[src/rtl/agu_pkg.sv]
package agu_pkg;
  typedef enum logic [2:0] {
    ST_IDLE,
    ST_LO,
    ST_HI,
    ST_SPEC,
    ST_FIX
  } agu_state_t;
endpackage

[src/rtl/agu_low_add.sv]
// Low-byte adder: operand low byte plus index, with carry out.
module agu_low_add #(
  parameter int W = 8
) (
  input  logic [W-1:0] a,
  input  logic [W-1:0] b,
  output logic [W-1:0] sum,
  output logic         carry
);
  logic [W:0] wide;
  always_comb begin
    wide  = {1'b0, a} + {1'b0, b};
    sum   = wide[W-1:0];
    carry = wide[W];
  end
endmodule

[src/rtl/agu_page_step.sv]
// Adds one page to an address; only the upper part changes, wrapping at the top.
module agu_page_step #(
  parameter int AW = 16,
  parameter int PW = 8
) (
  input  logic [AW-1:0] addr_in,
  output logic [AW-1:0] addr_out
);
  localparam int HW = AW - PW;
  logic [HW-1:0] upper;
  always_comb begin
    upper    = addr_in[AW-1:PW] + HW'(1);
    addr_out = {upper, addr_in[PW-1:0]};
  end
endmodule

[src/rtl/agu_indexed_read.sv]
module agu_indexed_read
  import agu_pkg::*;
#(
  parameter int DW = 8
) (
  input  logic            clk,
  input  logic            rst,
  input  logic            start,
  input  logic [2*DW-1:0] oper_ptr,
  input  logic [DW-1:0]   index,
  input  logic [DW-1:0]   rd_data,
  output logic [2*DW-1:0] rd_addr,
  output logic            rd_en,
  output logic [DW-1:0]   data_out,
  output logic            done
);
  localparam int AW = 2 * DW;

  agu_state_t    state_q;
  logic [AW-1:0] addr_q;
  logic          en_q;
  logic [DW-1:0] lo_q;
  logic [DW-1:0] idx_q;
  logic          carry_q;
  logic [DW-1:0] data_q;
  logic          done_q;

  logic [DW-1:0] lo_sum;
  logic          lo_carry;
  logic [AW-1:0] paged_addr;

  // Low add runs during the high-byte fetch cycle
  agu_low_add #(.W(DW)) u_low_add (
    .a     (lo_q),
    .b     (idx_q),
    .sum   (lo_sum),
    .carry (lo_carry)
  );

  agu_page_step #(.AW(AW), .PW(DW)) u_page_step (
    .addr_in  (addr_q),
    .addr_out (paged_addr)
  );

  always_ff @(posedge clk) begin
    if (rst) begin
      state_q <= ST_IDLE;
      addr_q  <= '0;
      en_q    <= 1'b0;
      lo_q    <= '0;
      idx_q   <= '0;
      carry_q <= 1'b0;
      data_q  <= '0;
      done_q  <= 1'b0;
    end else begin
      done_q <= 1'b0;
      unique case (state_q)
        ST_IDLE: begin
          if (start) begin
            addr_q  <= oper_ptr;
            en_q    <= 1'b1;
            idx_q   <= index;
            state_q <= ST_LO;
          end
        end
        ST_LO: begin
          lo_q    <= rd_data;
          addr_q  <= addr_q + AW'(1);
          state_q <= ST_HI;
        end
        ST_HI: begin
          // speculative address: high byte taken as is
          addr_q  <= {rd_data, lo_sum};
          carry_q <= lo_carry;
          state_q <= ST_SPEC;
        end
        ST_SPEC: begin
          if (carry_q) begin
            addr_q  <= paged_addr;
            state_q <= ST_FIX;
          end else begin
            data_q  <= rd_data;
            done_q  <= 1'b1;
            en_q    <= 1'b0;
            state_q <= ST_IDLE;
          end
        end
        ST_FIX: begin
          data_q  <= rd_data;
          done_q  <= 1'b1;
          en_q    <= 1'b0;
          state_q <= ST_IDLE;
        end
        default: begin
          en_q    <= 1'b0;
          state_q <= ST_IDLE;
        end
      endcase
    end
  end

  assign rd_addr  = addr_q;
  assign rd_en    = en_q;
  assign data_out = data_q;
  assign done     = done_q;
endmodule

[config.mk]
export PLATFORM = sky130hd
export DESIGN_NAME = agu_indexed_read
export DESIGN_NICKNAME = d
export VERILOG_FILES = /design/src/rtl/agu_pkg.sv /design/src/rtl/agu_low_add.sv /design/src/rtl/agu_page_step.sv /design/src/rtl/agu_indexed_read.sv
export SDC_FILE = /design/constraint.sdc
export NUM_CORES = 1
export LEC_CHECK = 0
export ABC_AREA = 1
export BUFFER_PORTS_ARGS = -buffer_cell sky130_fd_sc_hd__buf_2
export CORE_MARGIN = 10
export CORE_UTILIZATION = 34
export DETAILED_ROUTE_END_ITERATION = 8
export PLACE_DENSITY_LB_ADDON = 0.1
export RECOVER_POWER = 25
export SYNTH_ARGS = -nofsm -noshare
export SYNTH_HDL_FRONTEND = slang
export SYNTH_SLANG_ARGS = --single-unit
[constraint.sdc]
create_clock -name clk -period 2.15 [get_ports clk]
set_input_delay 0.43 -clock clk [delete_from_list [all_inputs] [get_ports clk]]
set_output_delay 0.43 -clock clk [all_outputs]
set_load 0.005 [all_outputs]
==> results.txt <==
* Initial DRT Pass Iterations: 4
- Worst Setup End Kind: register
- Number of unique standard cell types used by synthesis: 35
- In this run the worst setup path terminates at rd_addr[6].
- Cell mode on critical path: nand2_1
- Switching pwr: ~800 uW
- Largest area contributor in the netlist: dfxtp_1
- Final setup violation count: 0
- Root Driver: clkbuf_8
* Post-layout minimum cycle time: about 1.8 ns
* Leakage power total: between 1.5 and 2 nW
- Pins over their slew limit: 0
- Relative to the synthesized area, the layout overhead comes to 17.9%.
- Counting along the longest clock path gives a buffer depth of 2.
* Worst Reg2Reg Path Length in Cells: 9
- The synthesized netlist occupies a cell area of about 0.0028 mm^2.
* Routability cong.: 0.886
* ANT nets after route: 0
* Endpoint of the lowest-slack register-to-register path: rd_addr[6]
- After technology mapping, the gate count stands at roughly 440.
- Traced cell by cell, the critical path runs through inv_1 -> nand3_2 -> inv_1 -> nand2_1 -> nor2_1 -> nor2_1 -> nand2_1 -> nand2_1 -> a21oi_1.
- In this run the post-CTS setup repair buffer count came out at 0.
- Largest stage delay, worst path: 0.48 ns
- Fmax achieved: ~560 MHz
* Largest cells by area after synthesis: dfxtp_1 32%, nand2_1 18%, a21oi_1 8.5%
- The share of synthesized area in the top cell type comes to 32.5%.
- The H-tree generated during clock tree synthesis spans 2 levels.
- Fraction of registers with async set or reset after synthesis: 0%
- The final hold violation count was 0.
* Proportion of synthesized area in mux cells: 0%
- Total Neg Setup Slack: 0 ns
- CTS clock-pin slew for the worst setup and hold paths: about 0.10 ns
* FF-to-FF setup slack: ~0.38 ns
* Top layer used by detailed routing: met4
* Synthesized-area fraction occupied by adder cells: 5.12%
* Standard-cell row count: 33
* Hold buffers post-CTS: 0
- In this run the worst setup path begins at state_q[2].
- In the synthesized netlist the dominant register cell turns out to be dfxtp_1.
- Overall via count from detail_route: a little under 3k
- Critical path required time: between 2 and 2.5 ns
* Average wire per cell in the routed design: ~14 um
* Setup repair after global routing missed its margin: false
- Sequential elements use between 30% and 40% of the synthesized area.
* Clock tree from TritonCTS: done
- The die covers 0.0124 mm^2.
- Sinks on the clock net: 46
- Least-Margin Pin Slew: 0.629 ns
- Port Buffer Count: 60
- In the post-route analysis, the smallest setup slack over all paths is ~0.38 ns.
* Share of the cycle needed by the critical path after routing: roughly 83%
* TritonCTS buffer count: 5
- Combined buffer and inverter count along the critical path: 2
- Number of nets at the end of the flow: 552
- Combinational family with the most area after synthesis: simple AND/OR/NAND/NOR gates
- Post-route DRC violation count: 0
* Global-route wire length before repair: approximately 14 mm
- Reg-to-reg critical path startpoint: state_q[2]
- Of all nets on the critical path, the largest fanout is 17.
- Global router's overall resource usage: ~14%
- Sum of met3 wire segment lengths after detailed routing: roughly 370 um
- Detailed routing placed a total of between 3 and 4 mm of wire on met2.
* Estimated wirelength of the detail-placed design: approximately 6.7 mm
* Vias in the first global route: 2864
- Compound-Gate Fraction of Synth Area: 16.1%
- After Yosys synthesis, XOR and XNOR cells account for 0% of the synthesized area.
- Worst endpoint data arrival time: 2.01 ns
- Worst hold slack: around 0.37 ns
- Post-Place Setup Slack: roughly 0.45 ns
- Count of instances resized after the clock tree is built: 0
* Crit-path slowest cell: inv_1
- Clock latency on the worst-skew pair, taken at its later pin, is 0.31 ns.
- CP Class: register to register
* Final setup skew: approximately 0.011 ns
- Proportion of power drawn by the clock network: 26.4%
* Starting Density: a little over a third
- Wire length reported by the detailed router: ~8.5 mm
- The worst setup path is launched from a register.
- Mean post-synth cell area: 6.39 um^2
- Detailed router's first-iteration violation count: 113
- In this run the vertical extent of the chip is around 110 um.
* Highest ir drop seen on vdd: between 0.3 and 0.4 mV
- Top-level port count: 61
* Core Util, Final: around two fifths
* Synth Area in Simple Gates: 38.4%
- In this design, the largest share of critical-path delay is due to buffers and inverters.
* Post-Synthesis Net Count: 490
- Net switching is roughly 36% of the power.
* Routed via count divided by cell count: 4.83
- Cells with a size suffix above 1 make up 16.2% of the layout.
* Crit. path cell count: 9
* Largest net degree at the start of global routing: 23
- The number of antenna violations at the first check in global routing came to 0.
- Post-synthesis sequential element count: 46
- Share of total power in sequential cells: a little under half
* Congestion Overflow GR: 0
- Status: finished clean
* Most common cell in the netlist: nand2_1
- The path class of the tightest hold or removal check is input pin to register.
* Power Internal: about 1.4 mW
- The synthesized design contains 0 enable-type register cells.
- The number of antenna diodes in the final layout is 0.
- The core region is 0.00818 mm^2.
- Tightest slew margin relative to the limit: a little under 60%
- Number of warnings reported in the yosys synthesis log: 0
- In the final routing, the length of wire on met1 measures between 4 and 5 mm.
- The die is 111 um wide.
- Number of max-cap violations: 0
- Dividing total power by cell area gives a power density of 668 mW/mm^2.
- Combinational power share: 27.8%
- By count the netlist is led by 135 x nand2_1, 63 x nor2_1, 48 x a21oi_1, 46 x dfxtp_1, 36 x inv_1.
-- worst min-delay path by stage --
stage	from	end	slack, ns	cells past startpoint
final	rd_data[3]	lo_q[3]	0.37	3
after floorplan	idx_q[0]	idx_q[0]	0.44	2
after global routing	rd_data[3]	lo_q[3]	0.36	3
after CTS	rd_data[3]	lo_q[3]	0.37	3
after detailed placement	rd_en	rd_en	0.45	2
after global placement	data_out[0]	data_out[0]	0.45	2
-- area by class of cell --
type / instances / area, um^2
Fill cell: 949 / 4830
Inverter: 40 / 150
Clock buffer: 5 / 68.8
Clock inverter: 3 / 28.8
Timing Repair Buffer: 69 / 355
Sequential cell: 46 / 921
Multi-Input combinational cell: 344 / 1690
Tap cell: 105 / 131
-- metrics by stage --
step	cell area (um^2)	power (mW)	cells
final	3340	2.23	612
after global placement	3260	1.67	604
after detailed placement	3260	1.67	604
after CTS	3360	2.27	612
after global routing	3340	2.42	612
after floorplan	2840	1.45	444
-- kinds of logic after synthesis --
family	after synthesis
AO/OA/AOI/OAI	80
buffers and inverters	54
AND/OR/NAND/NOR	253
flip-flops	46
adder cells (fa/ha/maj)	11
-- state kept, by name (all words and copies together), names as in the netlist --
name      cells
data_out      8
carry_q       1
done          1
state_q       3
rd_en         1
lo_q          8
idx_q         8
rd_addr      16
-- worst reg2reg max path, delay by kind of cell, from the launching register on --
family                 cells  cell delay [ns]
buffers and inverters      2             0.72
and+or+nand+nor            6             0.49
DFF                        1             0.37
AOI/OAI and AO/OA          1             0.12
-- cell usage in the layout (no fill, tap or decap), drive strengths merged --
master / Yosys / final
nand4: 10 / 10
o211ai: 3 / 3
fa: 1 / 1
nor3: 1 / 1
and2: 1 / 1
buf: 8 / 59
or2: 4 / 4
ha: 10 / 10
a21oi: 48 / 48
o21ai: 13 / 13
a41oi: 1 / 1
clkbuf: 6 / 15
nand2: 137 / 137
dfxtp: 46 / 46
nand3b: 3 / 3
nand3: 32 / 32
a211oi: 7 / 7
a31oi: 2 / 2
a21o: 1 / 1
o21bai: 5 / 5
inv: 40 / 42
clkinv: 0 / 1
nor2: 65 / 65
-- metal layers --
metal  vias to the layer above  global-route usage [%]
li1                       1573                       -
met1                      1313                    19.0
met2                        65                    20.3
met3                         6                    3.73
met4                         0                    3.43
met5                         -                       0
-- power groups by stage --
stage | clock network [mW] | registers [mW] | logic [mW]
3_3_place_gp | 0 | 1.04 | 0.629
3_5_place_dp | 0 | 1.04 | 0.631
6_report | 0.589 | 1.02 | 0.622
5_1_grt | 0.663 | 1.04 | 0.721
4_1_cts | 0.616 | 1.02 | 0.635
2_1_floorplan | 0 | 1.03 | 0.425
Power figures use the tool's default switching activity.
